### src/rtl/boot_ld_pkg.sv
package boot_ld_pkg;

  typedef enum logic [2:0] {
    ST_PROBE,
    ST_LEN_LO,
    ST_LEN_HI,
    ST_IDS,
    ST_STREAM,
    ST_FIN,
    ST_FAULT
  } ld_state_e;

  localparam int unsigned ID_BYTES    = 6;
  localparam int unsigned DEFAULT_LEN = 6;

endpackage

### src/rtl/boot_rst_sync.sv
module boot_rst_sync #(
  parameter int unsigned STAGES = 2
) (
  input  logic clk,
  input  logic rst_n_in,
  output logic rst_n_out
);

  logic [STAGES-1:0] sync_q;

  always_ff @(posedge clk or negedge rst_n_in) begin
    if (!rst_n_in) sync_q <= '0;
    else           sync_q <= {sync_q[STAGES-2:0], 1'b1};
  end

  assign rst_n_out = sync_q[STAGES-1];

endmodule

### src/rtl/boot_byte_src.sv
module boot_byte_src #(
  parameter int unsigned MEM_AW   = 16,
  parameter int unsigned HOST_AW  = 8,
  parameter int unsigned CMD_ADDR = 'h30
) (
  input  logic               clk,
  input  logic               rst_n,
  input  logic               want,
  input  logic               use_mem,
  input  logic [MEM_AW-1:0]  rd_addr,
  output logic               mem_req,
  output logic [MEM_AW-1:0]  mem_addr,
  input  logic               mem_ack,
  input  logic [7:0]         mem_data,
  input  logic               host_wr,
  input  logic [HOST_AW-1:0] host_addr,
  input  logic [7:0]         host_data,
  output logic               byte_vld,
  output logic [7:0]         byte_val
);

  localparam logic [HOST_AW-1:0] CMD = HOST_AW'(CMD_ADDR);

  logic host_hit;

  always_comb begin
    host_hit = host_wr && (host_addr == CMD);
    mem_req  = want && use_mem;
    mem_addr = rd_addr;
    if (use_mem) begin
      byte_vld = want && mem_ack;
      byte_val = mem_data;
    end else begin
      byte_vld = want && host_hit;
      byte_val = host_data;
    end
  end


  req_hold_chk: assert property (@(posedge clk) disable iff (!rst_n)
    (mem_req && !mem_ack) |=> (mem_req && $stable(mem_addr)));

endmodule

### src/rtl/boot_id_capture.sv
module boot_id_capture #(
  parameter int unsigned NBYTES = boot_ld_pkg::ID_BYTES
) (
  input  logic        clk,
  input  logic        rst_n,
  input  logic        cap_en,
  input  logic [2:0]  idx,
  input  logic [7:0]  byte_in,
  output logic [15:0] vendor_id,
  output logic [15:0] product_id,
  output logic [15:0] device_id
);

  logic [7:0] cap_bytes [NBYTES];

  for (genvar g = 0; g < NBYTES; g++) begin : g_slot
    logic [7:0] slot_q;
    logic       slot_en;
    assign slot_en = cap_en && (idx == 3'(g));
    always_ff @(posedge clk or negedge rst_n) begin
      if (!rst_n)       slot_q <= '0;
      else if (slot_en) slot_q <= byte_in;
    end
    assign cap_bytes[g] = slot_q;
  end

  assign vendor_id  = {cap_bytes[1], cap_bytes[0]};
  assign product_id = {cap_bytes[3], cap_bytes[2]};
  assign device_id  = {cap_bytes[5], cap_bytes[4]};


  cap_index_chk: assert property (@(posedge clk) disable iff (!rst_n)
    cap_en |-> (idx < 3'(NBYTES)));

endmodule

### src/rtl/boot_desc_loader.sv
module boot_desc_loader
  import boot_ld_pkg::*;
#(
  parameter int unsigned MEM_AW   = 16,
  parameter int unsigned HOST_AW  = 8,
  parameter int unsigned CMD_ADDR = 'h30,
  parameter int unsigned LEN_ADDR = 5,
  parameter int unsigned MAX_LEN  = 500
) (
  input  logic               clk,
  input  logic               rst_n,
  input  logic               mem_present,
  output logic               mem_req,
  output logic [MEM_AW-1:0]  mem_addr,
  input  logic               mem_ack,
  input  logic [7:0]         mem_data,
  input  logic               host_wr,
  input  logic [HOST_AW-1:0] host_addr,
  input  logic [7:0]         host_data,
  output logic [15:0]        vendor_id,
  output logic [15:0]        product_id,
  output logic [15:0]        device_id,
  output logic               default_mode,
  output logic               done,
  output logic               err,
  output logic               desc_valid,
  output logic [7:0]         desc_byte
);

  localparam int unsigned CNT_W = $clog2(MAX_LEN + 1);

  logic              rst_sync_n;
  ld_state_e         st_q, st_d;
  logic              use_mem_q, use_mem_d;
  logic [MEM_AW-1:0] rd_addr_q, rd_addr_d;
  logic [7:0]        len_lo_q, len_lo_d;
  logic [CNT_W-1:0]  cnt_q, cnt_d;
  logic [2:0]        idx_q, idx_d;
  logic              dmode_q, dmode_d;
  logic              done_q, done_d;
  logic              err_q, err_d;
  logic              dv_q, dv_d;
  logic [7:0]        db_q, db_d;
  logic              want, src_vld, cap_en;
  logic [7:0]        src_byte;
  logic [15:0]       len_full;

  boot_rst_sync #(.STAGES(2)) i_rst_sync (
    .clk       (clk),
    .rst_n_in  (rst_n),
    .rst_n_out (rst_sync_n)
  );

  boot_byte_src #(
    .MEM_AW   (MEM_AW),
    .HOST_AW  (HOST_AW),
    .CMD_ADDR (CMD_ADDR)
  ) i_src (
    .clk       (clk),
    .rst_n     (rst_sync_n),
    .want      (want),
    .use_mem   (use_mem_q),
    .rd_addr   (rd_addr_q),
    .mem_req   (mem_req),
    .mem_addr  (mem_addr),
    .mem_ack   (mem_ack),
    .mem_data  (mem_data),
    .host_wr   (host_wr),
    .host_addr (host_addr),
    .host_data (host_data),
    .byte_vld  (src_vld),
    .byte_val  (src_byte)
  );

  boot_id_capture #(.NBYTES(ID_BYTES)) i_ids (
    .clk        (clk),
    .rst_n      (rst_sync_n),
    .cap_en     (cap_en),
    .idx        (idx_q),
    .byte_in    (src_byte),
    .vendor_id  (vendor_id),
    .product_id (product_id),
    .device_id  (device_id)
  );

  assign want = (st_q == ST_LEN_LO) || (st_q == ST_LEN_HI) ||
                (st_q == ST_IDS)    || (st_q == ST_STREAM);

  // next-state logic
  always_comb begin
    st_d      = st_q;
    use_mem_d = use_mem_q;
    rd_addr_d = rd_addr_q;
    len_lo_d  = len_lo_q;
    cnt_d     = cnt_q;
    idx_d     = idx_q;
    dmode_d   = dmode_q;
    err_d     = err_q;
    done_d    = 1'b0;
    dv_d      = 1'b0;
    db_d      = db_q;
    cap_en    = 1'b0;
    len_full  = use_mem_q ? {src_byte, len_lo_q} : {8'h00, src_byte};

    unique case (st_q)
      ST_PROBE: begin
        use_mem_d = mem_present;
        rd_addr_d = MEM_AW'(LEN_ADDR);
        st_d      = ST_LEN_LO;
      end
      ST_LEN_LO, ST_LEN_HI: begin
        if (src_vld) begin
          rd_addr_d = rd_addr_q + 1'b1;
          if (st_q == ST_LEN_LO && use_mem_q) begin
            len_lo_d = src_byte;
            st_d     = ST_LEN_HI;
          end else if (len_full == 16'(DEFAULT_LEN)) begin
            dmode_d = 1'b1;
            idx_d   = '0;
            st_d    = ST_IDS;
          end else if (len_full > 16'(MAX_LEN)) begin
            err_d = 1'b1;
            st_d  = ST_FAULT;
          end else if (len_full == 16'd0) begin
            dmode_d = 1'b0;
            done_d  = 1'b1;
            st_d    = ST_FIN;
          end else begin
            dmode_d = 1'b0;
            cnt_d   = CNT_W'(len_full);
            st_d    = ST_STREAM;
          end
        end
      end
      ST_IDS: begin
        if (src_vld) begin
          cap_en    = 1'b1;
          idx_d     = idx_q + 1'b1;
          rd_addr_d = rd_addr_q + 1'b1;
          if (idx_q == 3'(ID_BYTES - 1)) begin
            done_d = 1'b1;
            st_d   = ST_FIN;
          end
        end
      end
      ST_STREAM: begin
        if (src_vld) begin
          dv_d      = 1'b1;
          db_d      = src_byte;
          cnt_d     = cnt_q - 1'b1;
          rd_addr_d = rd_addr_q + 1'b1;
          if (cnt_q == CNT_W'(1)) begin
            done_d = 1'b1;
            st_d   = ST_FIN;
          end
        end
      end
      default: ;
    endcase
  end

  // state registers
  always_ff @(posedge clk or negedge rst_sync_n) begin
    if (!rst_sync_n) begin
      st_q      <= ST_PROBE;
      use_mem_q <= 1'b0;
      rd_addr_q <= '0;
      len_lo_q  <= '0;
      cnt_q     <= '0;
      idx_q     <= '0;
      dmode_q   <= 1'b0;
      done_q    <= 1'b0;
      err_q     <= 1'b0;
      dv_q      <= 1'b0;
      db_q      <= '0;
    end else begin
      st_q      <= st_d;
      use_mem_q <= use_mem_d;
      rd_addr_q <= rd_addr_d;
      len_lo_q  <= len_lo_d;
      cnt_q     <= cnt_d;
      idx_q     <= idx_d;
      dmode_q   <= dmode_d;
      done_q    <= done_d;
      err_q     <= err_d;
      dv_q      <= dv_d;
      db_q      <= db_d;
    end
  end

  assign default_mode = dmode_q;
  assign done         = done_q;
  assign err          = err_q;
  assign desc_valid   = dv_q;
  assign desc_byte    = db_q;


  done_pulse_chk: assert property (@(posedge clk) disable iff (!rst_sync_n)
    done |=> !done);


  fault_quiet_chk: assert property (@(posedge clk) disable iff (!rst_sync_n)
    err |-> (!done && !desc_valid && !mem_req));


  fault_sticky_chk: assert property (@(posedge clk) disable iff (!rst_sync_n)
    err |=> err);


  stream_custom_chk: assert property (@(posedge clk) disable iff (!rst_sync_n)
    desc_valid |-> !default_mode);


  fin_hold_chk: assert property (@(posedge clk) disable iff (!rst_sync_n)
    (st_q == ST_FIN) |=> ((st_q == ST_FIN) && $stable(vendor_id) &&
      $stable(product_id) && $stable(device_id) && $stable(default_mode)));


  probe_once_chk: assert property (@(posedge clk) disable iff (!rst_sync_n)
    (st_q != ST_PROBE) |=> $stable(use_mem_q));


  host_no_mem_chk: assert property (@(posedge clk) disable iff (!rst_sync_n)
    (st_q != ST_PROBE && !use_mem_q) |-> !mem_req);

endmodule

### config.mk
export PLATFORM = sky130hd
export DESIGN_NAME = boot_desc_loader
export DESIGN_NICKNAME = d
export VERILOG_FILES = /design/src/rtl/boot_ld_pkg.sv /design/src/rtl/boot_rst_sync.sv /design/src/rtl/boot_byte_src.sv /design/src/rtl/boot_id_capture.sv /design/src/rtl/boot_desc_loader.sv
export SDC_FILE = /design/constraint.sdc
export NUM_CORES = 1
export LEC_CHECK = 0
export ABC_AREA = 1
export BUFFER_PORTS_ARGS = -buffer_cell sky130_fd_sc_hd__buf_2
export CORE_MARGIN = 5
export CORE_UTILIZATION = 50
export CTS_CLUSTER_DIAMETER = 40
export DETAILED_ROUTE_END_ITERATION = 16
export GPL_TIMING_DRIVEN = 0
export PLACE_DENSITY = 0.74
export SKIP_LAST_GASP = 1
export SLEW_MARGIN = 20
export SYNTH_ARGS = -nofsm -noshare
export SYNTH_HDL_FRONTEND = slang
export SYNTH_SLANG_ARGS = --single-unit
### constraint.sdc
create_clock -name clk -period 5.83 [get_ports clk]
set_clock_uncertainty 0.15 [all_clocks]
set_input_delay 0 -clock clk [delete_from_list [all_inputs] [get_ports clk]]
set_output_delay 0 -clock clk [all_outputs]
set_load 0.01 [all_outputs]
* Word level (Yosys, flattened, before mapping) *
Cells that the tools add are included.

cells by class
  add/sub/neg operators = 3
  $mul = 0
  divide/modulo/power cells = 0
  $lt $le $gt $ge = 1
  equal/unequal tests = 24
  shift operators = 0
  multiplexer cells = 42
  bitwise gates (word level) = 2
  reductions and logical operators = 31

operators with widths
  operator               number
  $mux 9                 6
  $mux 3                 11
  $mux 16                2
  $pmux 16 s2            1
  $pmux 9 s2             1
  $add 16x1->16 const B  1
  $eq 16x3->1 const B    1
  $gt 16x9->1 const B    1
  $logic_not 16->1       1
  $mux 1                 16
  $eq 3x2->1 const B     4
  $ne 2x1->1 const B     6
  $ne 2x2->1 const B     6
  $pmux 3 s4             1
  $logic_and 1x1->1      11
  $reduce_and 5->1       2
  $eq 3x3->1 const B     3
  $eq 9x1->1 const B     1
  $sub 9x1->9 const B    1
  $eq 8x6->1 const B     1
  $mux 8                 1
  $reduce_and 7->1       1
  $eq 3x1->1 const B     2
  $logic_not 3->1        2
  other kinds (14)       20

word-level totals
  flip-flop bits (word level) = 102
  bits in latches = 0
  memory bits (writable) = 0
  bits in read-only memories = 0
  bits of input ports = 29
  output and inout bits = 77
  logic and storage cells = 121
  memories kept = 0

* Logic depth before layout (Yosys ltp) *
  word-level depth = 9
  gate-level depth with buffers = 14
  depth with buffers taken out = 12

* By module *
From an unflattened synthesis, not the netlist that was laid out.

unflattened totals
  cells, all modules = 704
  area total of the unflattened synthesis = 5455.2 um^2

by module, submodules not included
  module            times used  cells an instance  area each (um^2)  sequential area each (um^2)
  boot_desc_loader  1           422                3145.5            1301.2
  boot_id_capture   1           217                1946.9            1201.2
  boot_byte_src     1           62                 309.0             0.0
  boot_rst_sync     1           3                  53.8              50.0

* Worst setup path before layout *
OpenSTA, ideal clock, no wires.

  path kind = register -> register
  start = register use_mem_q
  end = register i_ids.g_slot[3].slot_q[4]
  setup time = 119 ps
  data arrival time = 1533 ps
  data required time = 5561 ps
  path slack = 4028 ps
  cell stages (with the launch flop) = 10
  path buffers = 2
  cell sequence = dfrtp_1 > buf_4 > nor2_2 > nand3_2 > o21ai_4 > nand2_2 > nor2_2 > buf_4 > nand2_1 > o21a_1

on the way
  cells in the longest elaborated chain, start to end = 4
  elaborated cells on any way between the ends = 5
  those cells by class = mux: 4; reduce/logical: 1

RTL lines
  what                      line                     source
  start: declaration        boot_desc_loader.sv:34   logic use_mem_q, use_mem_d;
  start signal: assignment  boot_desc_loader.sv:178  use_mem_q <= use_mem_d;
  $mux 1                    boot_byte_src.sv:30      if (use_mem) begin
  $mux 1                    boot_desc_loader.sv:136  if (src_vld) begin
  $mux 1                    boot_desc_loader.sv:105  unique case (st_q)
  $logic_and 1x1->1         boot_id_capture.sv:19    assign slot_en = cap_en && (idx == 3'(g));
  end signal: assignment    boot_id_capture.sv:22    else if (slot_en) slot_q <= byte_in;
  end: declaration          boot_id_capture.sv:17    logic [7:0] slot_q;

Parallel ways exist; a longest one is shown, timed or not.
A chain may end at the register's enable or synchronous reset.

* Worst setup path after layout *
  start = register use_mem_q
  end = register st_q[0]

on the way
  cells in the longest elaborated chain, start to end = 9
  elaborated cells on any way between the ends = 17
  those cells by class = order compare: 1; eq/ne: 4; mux: 9; reduce/logical: 3

RTL lines
  what                                                                 line                     source
  parallel branches: the longest is 9 deep, another holds $gt 16x9->1  n/a
  end signal: assignment                                               boot_desc_loader.sv:177  st_q <= st_d;
  end: declaration                                                     boot_desc_loader.sv:33   ld_state_e st_q, st_d;

Parallel ways; which one is timed is not known. The select of a mux whose other input is x is not followed.

==> flow_metrics.env <==
export IMPL_fp_dieH_um=110
export IMPL_critical_path_class="register to register"
export IMPL_fin_nets=769
export IMPL_post_route_antenna_net_violation_count=0
export IMPL_clk_pin_slew_ns=0.10
export IMPL_layout_commonest_cell="nand2_1"
export IMPL_ys_seq_area_share_pct=51.2
export IMPL_rows=36
export IMPL_post_layout_instance_area_mm2=0.00598
export IMPL_post_cts_setup_buffers=0
export IMPL_cp_common_cell="nand2_1"
export IMPL_timing_setup_tns_ns=0
export IMPL_chipWidth_um=110
export IMPL_clk_insertion_delay_late_ns=0.37
export IMPL_timing_final_hold_violations=0
export IMPL_placed_instances=845
export IMPL_synth_fp_nets=643
export IMPL_drt_wirelength_per_cell_um=14.6
export IMPL_max_freq_mhz=418
export IMPL_synth_area_mm2=0.00499
export IMPL_initial_drc_count=307
export IMPL_post_route_min_period_ns=2.39
export IMPL_pin_count=106
export IMPL_routed_wl_um=12700
export IMPL_timing_critical_path_arrival_ns=2.55
export IMPL_p_leak_nw=3.20
export IMPL_grtUsageTotal_pct=22.1
export IMPL_floorplan_initialDensity_pct=51.0
export IMPL_dr_pass1_iters=5
export IMPL_cts_buffers=9
export IMPL_synth_yosys_warnings=0
export IMPL_place_ws_ns=3.69
export IMPL_critical_path_slowest_cell="dlygate4sd3_1"
export IMPL_timing_critical_path_required_ns=5.99
export IMPL_die_area_mm2=0.0121
export IMPL_vias_in_the_first_global_route=4492
export IMPL_gpl_final_weighted_congestion=0.879
export IMPL_cts_repair_resized=0
export IMPL_crit_buf_inv=4
export IMPL_vias_per_cell=5.13
export IMPL_number_of_different_library_cells_in_the_post_synthesis_netlist=35
export IMPL_io_buffer_count=105
export IMPL_filler_cell_count=873
export IMPL_first_pass_grt_wire_length_um=21000
export IMPL_timing_critical_path_to_type="register"
export IMPL_antenna_found_initial=0
export IMPL_cpPeakStageDelay_ns=0.62
export IMPL_synth_edf_count=0
export IMPL_final_min_period_over_clock_period_pct=41.1
export IMPL_cts_root_buffer="clkbuf_8"
export IMPL_cap_viol_max_count=0
export IMPL_clk_path_buf_depth=2
export IMPL_slew_limit_headroom_pct=32.8
export IMPL_min_path_type="primary input to register"
export IMPL_cts_sink_count=102
export IMPL_area_delta_synth_final_pct=19.9
export IMPL_timing_max_transition_violations_final=0
export IMPL_share_of_layout_cells_above_drive_strength_1_pct=21.4
export IMPL_total_power_mw=1.19
export IMPL_worst_pin_slew_ns=1.01
export IMPL_drcViolationCount=0
export IMPL_setup_viol_count_final=0
export IMPL_postSynthCellCount=606
export IMPL_htree_levels=3
export IMPL_rsz0062_at_grt="false"
export IMPL_dominantRegCellSynth="dfrtp_1"
export IMPL_gr_total_overflow=0
export IMPL_run_status="complete, no violations"
export IMPL_grt_start_max_net_pins=54
export IMPL_asyncSetResetFlopFracSynth_pct=100
export IMPL_mostFrequentLayoutCells="nand2_1 (191), buf_2 (112), dfrtp_1 (101)"
export IMPL_cp_start_kind="register"
export IMPL_ys_seq_elements=102
export IMPL_syn_mean_instance_area_um2=8.23
export IMPL_powerDensity_mw_per_mm2=198
export IMPL_tritoncts="yes"
export IMPL_num_antenna_cells=0
export IMPL_category_of_cells_accounting_for_the_largest_share_of_critical_path_delay="buffers and inverters"
export IMPL_critical_path_max_fanout=10
export IMPL_fin_cells=870
export IMPL_fin_ws_ns=3.44
export IMPL_floorplan_core_area_mm2=0.00977
export IMPL_vdd_drop_max_mv=0.133
export IMPL_critical_path_cell_chain="buf_4, buf_4, nand2_1, nand4_1, nor3_2, dlygate4sd3_1, nand2_1, nand2_1, nand2_1, nand2_1, nand2_1, inv_1"
export IMPL_dp_hpwl_um=9330
export IMPL_dpl_cell_area_mm2=0.00571
export IMPL_detailroute_via_count=4464
flip-flops by register name, summed over array words and instances (netlist names), 2 cells and up:
register / flops
cnt_q: 9
desc_byte: 8
i_ids.g_slot.slot_q: 48
i_rst_sync.sync_q: 2
idx_q: 3
len_lo_q: 8
rd_addr_q: 16
st_q: 3
repair_timing:
action | CTS | global route
setup endpoints to repair | 0 | 0
hold buffers | 9 | 0
hold endpoints to repair | 8 | 0
layer usage:
layer | vias to the layer above | wire [µm] | GRT usage [%] | share of wire (%)
met5 | - | 0 | 0 | 0
met3 | 20 | 850 | 5.28 | 6.7
met4 | 0 | 231 | 8.19 | 1.8
met1 | 2108 | 5700 | 29.6 | 45
li1 | 2204 | - | - | -
met2 | 132 | 5940 | 35.1 | 47
path summary, 6_finish.rpt:
check	startpoint	end	slack, ns	cells after the start
min in group asynchronous	i_rst_sync.sync_q[1]$_DFF_PN0_	desc_byte[7]$_DFFE_PN0P_	0.20	0
setup reg to reg	use_mem_q$_DFFE_PN0P_	st_q[0]$_DFFE_PN0P_	3.44	12
setup / recovery	use_mem_q$_DFFE_PN0P_	st_q[0]$_DFFE_PN0P_	3.44	12
hold / removal	mem_data[2]	default_mode$_DFFE_PN0P_	0.03	6
hold reg to reg	i_rst_sync.sync_q[1]$_DFF_PN0_	desc_byte[7]$_DFFE_PN0P_	0.20	0
max in group asynchronous	i_rst_sync.sync_q[1]$_DFF_PN0_	st_q[1]$_DFFE_PN0P_	4.62	1
area by class of cell:
cell class | instances | area [µm²] | share of cell area, %
plain buffers | 13 | 72.6 | 1.21
flip-flops and latches | 102 | 2560 | 42.7
multi-input cells | 432 | 2140 | 35.8
well taps | 133 | 166 | 2.78
clock inverters | 6 | 53.8 | 0.899
repair buffers | 115 | 643 | 10.7
clock buffers | 10 | 128 | 2.13
inverters | 59 | 223 | 3.72
through the flow:
stage	util (%)	hold WS, ns
4_1_cts	61.2	0.00190
3_5_place_dp	58.4	-0.361
5_1_grt	61.2	0.0664
6_report	61.2	0.0298
3_3_place_gp	58.1	-0.364
2_1_floorplan	-	-0.446
cells in the mapped netlist (2+ instances only):
master | instances | share of area (%)
nand2_1 | 191 | 14
dfrtp_1 | 102 | 51
inv_1 | 55 | 4.1
nor2_1 | 47 | 3.5
o21ai_0 | 46 | 4.6
o21ai_1 | 33 | 3.3
o21a_1 | 23 | 3.5
nand3_1 | 15 | 1.5
a21oi_1 | 11 | 1.1
ha_1 | 8 | 2.0
nand4_1 | 8 | 1.0
nor3_1 | 8 | 0.80
buf_2 | 7 | 0.70
xor2_1 | 7 | 1.2
nand2_2 | 5 | 0.63
nand3_2 | 5 | 1.0
buf_4 | 4 | 0.60
nor2_2 | 4 | 0.50
o31ai_1 | 3 | 0.45
a31oi_1 | 2 | 0.25
clkbuf_1 | 2 | 0.15
inv_2 | 2 | 0.15
nand3b_1 | 2 | 0.30
nor2_4 | 2 | 0.45
o21bai_1 | 2 | 0.30
or2_2 | 2 | 0.25
xnor2_1 | 2 | 0.35
power breakdown:
part           total, mW  switching [mW]  internal, mW  leakage, nW
Combinational     0.0427          0.0272        0.0154         1.74
Sequential         0.714         0.00641         0.708         1.37
Clock              0.430           0.267         0.163       0.0894
worst min-delay path, cell delays in order:
cell	delay, ns
buf_2	0.11
nand2_1	0.05
nand2_1	0.09
nor3_2	0.07
nand2_1	0.10
o21ai_0	0.09
logic make-up after synthesis:
family          share of synthesized area (%)
fa+ha+maj                                2.01
flops                                    51.2
buf+inv                                  5.92
compound gates                           13.8
other cells                            0.0752
xor+xnor                                 1.58
simple gates                             25.5
(Power assumes the default switching activity.)
